**src/rtl/comma_aligner.sv**
```systemverilog
module comma_aligner #(
  parameter int W = 10,
  parameter int CL = 7,
  parameter logic [CL-1:0] COMMA = 7'b1111100
) (
  input  logic         clk,
  input  logic         rst_n,
  input  logic         bit_in,
  input  logic         bit_vld,
  input  logic         sync_en,
  input  logic         ddr_mode,
  input  logic         full_rate,
  output logic [W-1:0] word_out,
  output logic         sync_out,
  output logic         bclk0,
  output logic         bclk1
);
  localparam int WIN = 2 * W;
  localparam int CW  = $clog2(W);
  localparam int IW  = $clog2(WIN);

  logic [WIN-1:0] win;
  logic [WIN-1:0] win_n;
  logic [CW-1:0]  ec, lag, lag_n;
  logic [IW-1:0]  idx;
  logic           pend, sel, hit, emit, single;

  assign win_n  = {bit_in, win[WIN-1:1]};
  assign hit    = bit_vld && sync_en && (win_n[W +: CL] == COMMA);
  assign emit   = bit_vld && (ec == CW'(W - 1));
  assign lag_n  = hit ? CW'(W - 1) - ec : lag;
  assign idx    = IW'(W) - IW'(lag_n);
  assign single = ddr_mode | full_rate;

  always_ff @(posedge clk) begin
    if (!rst_n) begin
      win      <= '0;
      ec       <= '0;
      lag      <= '0;
      pend     <= 1'b0;
      sel      <= 1'b1;
      word_out <= '0;
      sync_out <= 1'b0;
      bclk0    <= 1'b0;
      bclk1    <= 1'b0;
    end else begin
      sync_out <= 1'b0;
      bclk0    <= 1'b0;
      bclk1    <= 1'b0;
      if (bit_vld) begin
        win  <= win_n;
        lag  <= lag_n;
        ec   <= emit ? '0 : ec + 1'b1;
        pend <= hit ? !emit : (emit ? 1'b0 : pend);
      end
      if (emit) begin
        word_out <= win_n[idx +: W];
        sync_out <= sync_en && (pend || hit);
        sel      <= !sel;
        bclk0    <= single || !sel;
        bclk1    <= !single && sel;
      end
    end
  end
endmodule


```
**config.mk**
```make
export PLATFORM = sky130hd
export DESIGN_NAME = comma_aligner
export DESIGN_NICKNAME = d
export VERILOG_FILES = /design/src/rtl/comma_aligner.sv
export SDC_FILE = /design/constraint.sdc
export NUM_CORES = 1
export LEC_CHECK = 0
export BUFFER_PORTS_ARGS = -buffer_cell sky130_fd_sc_hd__buf_2
export CAP_MARGIN = 20
export CORE_AREA = 2 2 79 111
export DETAILED_ROUTE_END_ITERATION = 7
export DIE_AREA = 0 0 81 113
export GPL_TIMING_DRIVEN = 0
export PLACE_DENSITY = 0.55
export SETUP_SLACK_MARGIN = 0.5
export SLEW_MARGIN = 20
export SYNTH_ARGS = -nofsm -noshare
export SYNTH_HDL_FRONTEND = slang
export SYNTH_SLANG_ARGS = --single-unit
```
**constraint.sdc**
```tcl
create_clock -name clk -period 5.1 [get_ports clk]
set_input_delay 1.275 -clock clk [delete_from_list [all_inputs] [get_ports clk]]
set_output_delay 1.275 -clock clk [all_outputs]
set_load 0.05 [all_outputs]
```
After elaboration in Yosys (flattened, before gate mapping)
Cells that the tools add are included.
W data, S select, Z words.
- logic and storage cells: 33
- flip-flop bits (word level): 43
- output and inout bits: 13
- input bits: 7
- equal/unequal tests: 2
- bitwise operators: 1
- muxes and demuxes: 4
- $add $sub $neg: 3
- reduce and logical (&&, ||, !) cells: 13
- shift-type cells: 1
- operator list (cell ; number):
    $shiftx A20 B6 Y10 ; 1
    $mux W4 ; 2
    $eq A7 B7 Y1 const B ; 1
    $logic_and A1 B1 Y1 ; 5
    $sub A4 B4 Y5 const A ; 1
    $add A4 B1 Y4 const B ; 1
    $eq A4 B4 Y1 const B ; 1
    $reduce_and A2 Y1 ; 2
    $sub A4 B4 Y4 const A ; 1
    $logic_not A1 Y1 ; 3
    $logic_or A1 B1 Y1 ; 2
    $mux W1 ; 2
    $reduce_bool A2 Y1 ; 1
    $or A1 B1 Y1 ; 1

Depth between registers and ports, before layout
Gate-level depths: netlist of run 1.
- depth in word-level cells: 5
- depth in mapped cells: 15
- gate-level depth less buffers: 12

Least setup slack after synthesis of run 1
No wires, ideal clock.
- path type: input-to-reg
- start: input bit_vld
- end: register word_out[1]
- setup time: 117 ps
- path slack: 750 ps
- data required time: 4983 ps
- path buffers: 3
- stages: 13
- arrival time: 4233 ps
- cells stage by stage: buf_4 > nand4bb_4 > nor3_4 > mux2i_1 > inv_1 > ha_1 > buf_2 > clkbuf_1 > nor2_1 > a311oi_1 > nor2_1 > a311o_1 > a32o_1
- cells in the longest elaborated chain, start to end: 5
- elaborated cells on any way between the ends: 6
- those cells by class: add/sub: 1; shift: 1; mux: 1; reduce/logical: 3
- RTL lines (element ; line ; source):
    start: declaration ; 9 ; input logic bit_vld,
    $logic_and A1 B1 Y1 (2 in series) ; 29 ; assign hit = bit_vld && sync_en && (win_n[W +: CL] == COMMA);
    $mux W4 ; 31 ; assign lag_n = hit ? CW'(W - 1) - ec : lag;
    $sub A4 B4 Y5 ; 32 ; assign idx = IW'(W) - IW'(lag_n);
    $shiftx A20 B6 Y10 ; 57 ; word_out <= win_n[idx +: W];
    end signal: assignment ; 57 ;
    end: declaration ; 13 ; output logic [W-1:0] word_out,
Several ways; a longest one is shown, not always the timed one.
A chain may end at the register's enable or synchronous reset.

Final worst setup path of run 1
Same ends and word-level chain as after synthesis.

==> flow_summary.yaml, run 1 <==
routing:
  drtPass1Iterations: 4
  wl_met2_um: 3660
  routedWlPerCell_um: 17.1
  met3_length_um: 319
  top_layer: "met4"
  via_per_inst: 5.46
  routed_wl_um: 7400
  drtIter0Drc: 169
  post-route-drc-count: 0
  met1_length_um: 3050
  vias: 2369
  ant_nets: 0
global_routing:
  grt_max_degree: 14
  antenna_found_initial: 0
  grt_pass1_wl_um: 12700
  grt-ovfl-total: 0
  grt_usage_pct: 17.8
  grt_pass1_vias: 2440
logic_synthesis:
  yosys.area_share.simple_pct: 24.2
  ys_seq_area_share_pct: 30.2
  ys_seq_elements: 42
  synth_cell_type_count: 65
  synth_xor_area_share_pct: 3.10
  synthArstFlopShare_pct: 0
  synth_area_um2: 2790
  synth_top_family_by_area: "simple AND/OR/NAND/NOR gates"
  synthFlopType: "dfxtp_1"
  yosys_warnings: 0
  synthCells: 305
  synth_nets: 316
  syn_area_per_cell_um2: 9.14
  synth_compound_area_share_pct: 18.0
  synthMuxAreaShare_pct: 17.8
  synth-edff-count: 0
  synth_fa_ha_area_share_pct: 1.80
power_and_ir_drop:
  power.density_nw_per_um2: 234
  p_leak_nw: 1.26
  peakVddDrop_v: 0.000133
placement:
  place_congestion: 0.923
  dpl.hpwl_um: 5620
  portBuffers: 18
timing:
  setup_viol: 0
  finalCriticalPeriod_ns: 4.35
  drv_slew: 0
  fin_crit_sh_pct: 85.3
  skew_ns: 0.00954
  rsz0062_at_grt: "no"
  holdWs_ns: 0.457
  slew_headroom_pct: 48.3
  fmax_mhz: 230
  worst_pin_slew_ns: 0.775
  hold_viol: 0
floorplan:
  core_region_area_um2: 8100
  num_rows: 39
  dieArea_um2: 9150
  num_io_pins: 20
  start_util_pct: 34.4
  die_y_um: 113
  die_x_um: 81
critical_path:
  path_class: "input port to register"
  crit_path_max_fanout: 10
  required_ns: 5.28
  crit_path_end_kind: "register"
  worstPathArrival_ns: 4.53
  startpoint_type: "input port"
job:
  drv_cap: 0
clock_tree:
  root_buffer: "clkbuf_16"
  clock_sinks: 42
  insertion_delay_ns: 0.29
  numCtsBuffers: 5
  cts_tree: "done"
  clk_pin_slew_ns: 0.07
  cts-hold-fix-buffers: 0
  clock_path_buffers: 2
  cts_htree_levels: 2
cells_and_area:
  area_growth_pct: 14.5
  antennaDiodeCount: 0
  drive_gt1_share_pct: 16.6
  fin_util_pct: 39.4
  layout.nets: 342
min_path:
  worstHoldPathType: "register to register"
run_status:
  status: "finished clean"
[cells in the mapped netlist (2+ instances only)]
cell	n	share of area (%)
nor3_1	9	1.6
and4_1	3	0.94
xor2_1	6	1.9
o211ai_1	7	1.9
nand2b_1	2	0.45
or3_1	5	1.1
nor2b_1	21	4.7
mux4_1	4	3.8
nand4_1	2	0.45
clkbuf_1	8	1.1
o211a_1	2	0.72
a22oi_1	2	0.54
o21a_1	3	0.81
buf_6	2	0.81
dfxtp_1	42	30
ha_1	4	1.8
a21oi_1	11	2.0
mux2_2	3	1.2
a211o_1	2	0.63
and2_1	5	1.1
o221ai_1	3	0.94
buf_1	3	0.40
nor2_1	19	2.6
o22ai_1	5	1.1
a211oi_1	2	0.54
nand2_1	22	3.0
a31oi_1	4	0.90
a32o_1	3	1.1
o21ai_0	11	2.0
xnor2_1	2	0.63
o32ai_1	3	0.94
nand3_1	8	1.4
mux2i_1	32	11
nand4_4	2	1.5
nor3b_1	2	0.54
buf_2	5	0.90
inv_1	8	1.1
[routing by layer]
layer | up-vias | track usage [%]
met4 | 0 | 10.7
li1 | 1187 | -
met3 | 22 | 3.35
met2 | 71 | 30.0
met1 | 1089 | 20.4
met5 | - | 0
[cell families (layout without fill, tap and decap cells)]
kind of cell	Yosys count	after routing
AOI/OAI and AO/OA	68	68
adders and majority gates	4	4
muxes	41	41
and+or+nand+nor	111	111
xor gates and xnor gates	9	9
DFF	42	42
buffers and inverters	30	57
[state kept, by name (all words and copies together) (netlist names)]
register  cells
win          19
word_out     10
ec            4
lag           4
bclk0         1
bclk1         1
pend          1
sel           1
sync_out      1
[path summary, 6_finish.rpt]
kind,from,slack (ns),depth (start not counted),to
hold / removal,sel,0.46,2,bclk1
setup / recovery,bit_vld,0.75,13,word_out[1]
setup reg to reg,win[16],1.37,12,word_out[1]
hold reg to reg,sel,0.46,2,bclk1
[report_power, final]
part	internal [W]	switching, W
Sequential	0.000331	0.00000464
Clock	0.000231	0.000139
Combinational	0.0000176	0.0000248
Total	0.000580	0.000168
[timing repair]
item | CTS | global route
setup buffers | 1 | 0
pin swaps | 1 | 0
setup endpoints to repair | 7 | 2
gates resized for setup | 2 | 2
[layout by cell type (no fill, tap or decap), types with 3 or more instances in the layout]
cell	count
dfxtp_1	42
xor2_1	6
ha_1	4
o211ai_1	7
or3_1	5
a31oi_1	4
o22ai_1	5
clkbuf_16	5
o21a_1	3
o221ai_1	3
and2_1	5
buf_2	23
nand2_1	22
nor2b_1	21
nor2_1	19
mux2_2	3
nand3_1	8
inv_1	8
and4_1	3
nor3_1	9
mux4_1	4
a32o_1	3
o21ai_0	11
mux2i_1	31
clkbuf_1	8
buf_1	3
a21oi_1	11
o32ai_1	3
[final cells by class]
cell class	count	area (um2)
fill	841	4910
clock buffer	6	129
tap	102	128
buffer	20	103
clock inverter	2	37.5
sequential	42	841
timing repair buffer	19	97.6
inverter	10	37.5
multi-input combinational	233	1820
[critical path: stages]
cell       delay, ns
buf_4           0.17
nand4bb_4       0.18
nor3_4          0.35
mux2i_4         0.43
inv_1           0.10
ha_1            0.38
buf_2           0.26
clkbuf_2        0.29
nor2_1          0.08
a311oi_1        0.36
nor2_1          0.10
a311o_1         0.29
a32o_1          0.24
[through the flow]
stage / power [W] / TNS [ns] / area (um2) / setup WS (ns) / std cells
6_report: 0.000748 / 0 / 3190 / 0.752 / 434
5_1_grt: 0.000776 / 0 / 3190 / 0.557 / 434
4_1_cts: 0.000755 / 0 / 3190 / 0.628 / 434
3_3_place_gp: 0.000384 / -0.440 / 3010 / -0.186 / 425
2_1_floorplan: 0.000372 / 0 / 2790 / 0.750 / 305
3_5_place_dp: 0.000385 / -0.236 / 3010 / -0.130 / 425
Power figures use the tool's default switching activity.
==> inputs of run 2 (changes only) <==
PLACE_DENSITY = unset   (was 0.55)
PLACE_DENSITY_LB_ADDON = 0.3   (was unset)
==> run 2 against run 1 <==
Count of clock-buffer cells in the layout unchanged. Cell area decreased by 0.51%. Highest routed layer unchanged. Fmax decreased by 1.8%. Critical path depth unchanged. Largest power group is now sequential cells. Critical endpoint unchanged.
==> flow_summary.yaml, run 2 (synthesized netlist as in run 1, its figures left out) <==
critical_path:
  path_class: "input port to register"
  required_ns: 5.28
  crit_path_max_fanout: 10
  crit_path_end_kind: "register"
  worstPathArrival_ns: 4.61
  startpoint_type: "input port"
timing:
  worst_pin_slew_ns: 0.786
  slew_headroom_pct: 47.6
  rsz0062_at_grt: "no"
  fin_crit_sh_pct: 86.8
  hold_viol: 0
  drv_slew: 0
  skew_ns: 0.00671
  fin_tns_setup_ns: 0
  setup_viol: 0
  finalCriticalPeriod_ns: 4.43
  worst_slack_ns: 0.674
  fmax_mhz: 226
global_routing:
  antenna_found_initial: 0
  grt_pass1_wl_um: 12000
  grt-ovfl-total: 0
  grt_max_degree: 14
  grt_pass1_vias: 2293
  grt_usage_pct: 17.3
cells_and_area:
  seq_area_um2: 841
  drive_gt1_share_pct: 16.6
  antennaDiodeCount: 0
  final_cell_mix: "dfxtp_1 (42), mux2i_1 (31), buf_2 (23), nand2_1 (22), nor2b_1 (21)"
  largest_reg_flops: 19
  layout_commonest_cell: "dfxtp_1"
  area_growth_pct: 14.0
  regMostFlops: "win"
  layout.nets: 342
  multiInputGateArea_um2: 1820
  reg_top3: "win (19), word_out (10)"
  n_fill_cell: 849
power_and_ir_drop:
  swShare_pct: 23.4
  p_sw_w: 0.000166
  power.density_nw_per_um2: 223
  clkPwrFrac_pct: 46.5
  peakVddDrop_v: 0.000141
  p_int_w: 0.000542
  p_seq_share_pct: 47.3
  p_leak_nw: 1.25
  p_comb_share_pct: 6.1
floorplan:
  core_region_area_um2: 8100
  start_util_pct: 34.4
  dieArea_um2: 9150
  die_x_um: 81
  num_io_pins: 20
  num_rows: 39
  die_y_um: 113
clock_tree:
  clk_pin_slew_ns: 0.06
  cts_htree_levels: 2
  clock_sinks: 42
  cts_tree: "done"
  numCtsBuffers: 5
  clock_path_buffers: 2
  root_buffer: "clkbuf_16"
  insertion_delay_ns: 0.29
  cts-hold-fix-buffers: 0
routing:
  vias: 2418
  post-route-drc-count: 0
  drtIter0Drc: 186
  via_per_inst: 5.57
  routedWlPerCell_um: 17.1
  ant_nets: 0
  drtPass1Iterations: 4
  routed_wl_um: 7420
placement:
  dpl.hpwl_um: 5580
  pre_cts_slack_ns: -0.0468
  place_congestion: 0.882
  portBuffers: 18
job:
  drv_cap: 0
min_path:
  worstHoldPathType: "register to register"
run_status:
  status: "finished clean"
## run 2: layout make-up
cell class,count,area share (%)
clock buffers,6,4.37
multi-input cells,233,57.3
flip-flops and latches,42,26.5
plain buffers,20,3.19
repair buffers,19,3.07
well taps,102,4.02
clock inverters,2,0.394
inverters,10,1.18
## run 2: worst paths after layout
path	startpoint	endpoint	slack (ns)	cells after the start
setup / recovery	bit_vld	word_out[1]	0.67	13
hold / removal	sel	bclk1	0.45	2
setup reg to reg	win[16]	word_out[1]	1.30	12
hold reg to reg	sel	bclk1	0.45	2
## run 2: metal layers
metal,GRT usage [%],vias to the layer above,part of all wire [%]
li1,-,1186,-
met1,20.4,1136,42
met2,27.8,71,49
met3,3.35,25,3.2
met4,11.6,0,5.2
met5,0,-,0
## run 2: what timing repair did
item | in CTS | in global routing
setup buffers | 1 | 0
endpoints found under the hold margin | 0 | 0
setup endpoints to repair | 5 | 0
gates resized for setup | 2 | 0
## run 2: per-stage QoR
| step | area [um2] | total power (W) | util, % | hold slack [ns] | std cells |
|---|---|---|---|---|---|
| 5_1_grt | 3180 | 0.000735 | 39.2 | 0.497 | 434 |
| 3_3_place_gp | 3010 | 0.000384 | 37.1 | 0.435 | 425 |
| 2_1_floorplan | 2790 | 0.000372 | - | 0.427 | 305 |
| 3_5_place_dp | 3010 | 0.000385 | 37.1 | 0.446 | 425 |
| 4_1_cts | 3180 | 0.000720 | 39.2 | 0.459 | 434 |
| 6_report | 3180 | 0.000708 | 39.2 | 0.455 | 434 |
## run 2: power groups by stage
| stage | Sequential, W | Clock (W) | Combinational [W] |
|---|---|---|---|
| finish | 0.000335 | 0.000329 | 0.0000435 |
| global route | 0.000335 | 0.000352 | 0.0000477 |
| CTS | 0.000335 | 0.000342 | 0.0000428 |
| detailed placement | 0.000342 | 0 | 0.0000426 |
| global placement | 0.000342 | 0 | 0.0000421 |
| floorplan | 0.000341 | 0 | 0.0000311 |
## run 2: worst max-delay path: stages
cell and delay (ns):
buf_4 0.17, nand4bb_4 0.18, nor3_4 0.31, mux2i_4 0.41
inv_1 0.11, ha_1 0.35, buf_2 0.24, clkbuf_1 0.42
nor2_1 0.10, a311oi_1 0.37, nor2_1 0.11, a311o_1 0.30
a32o_1 0.24
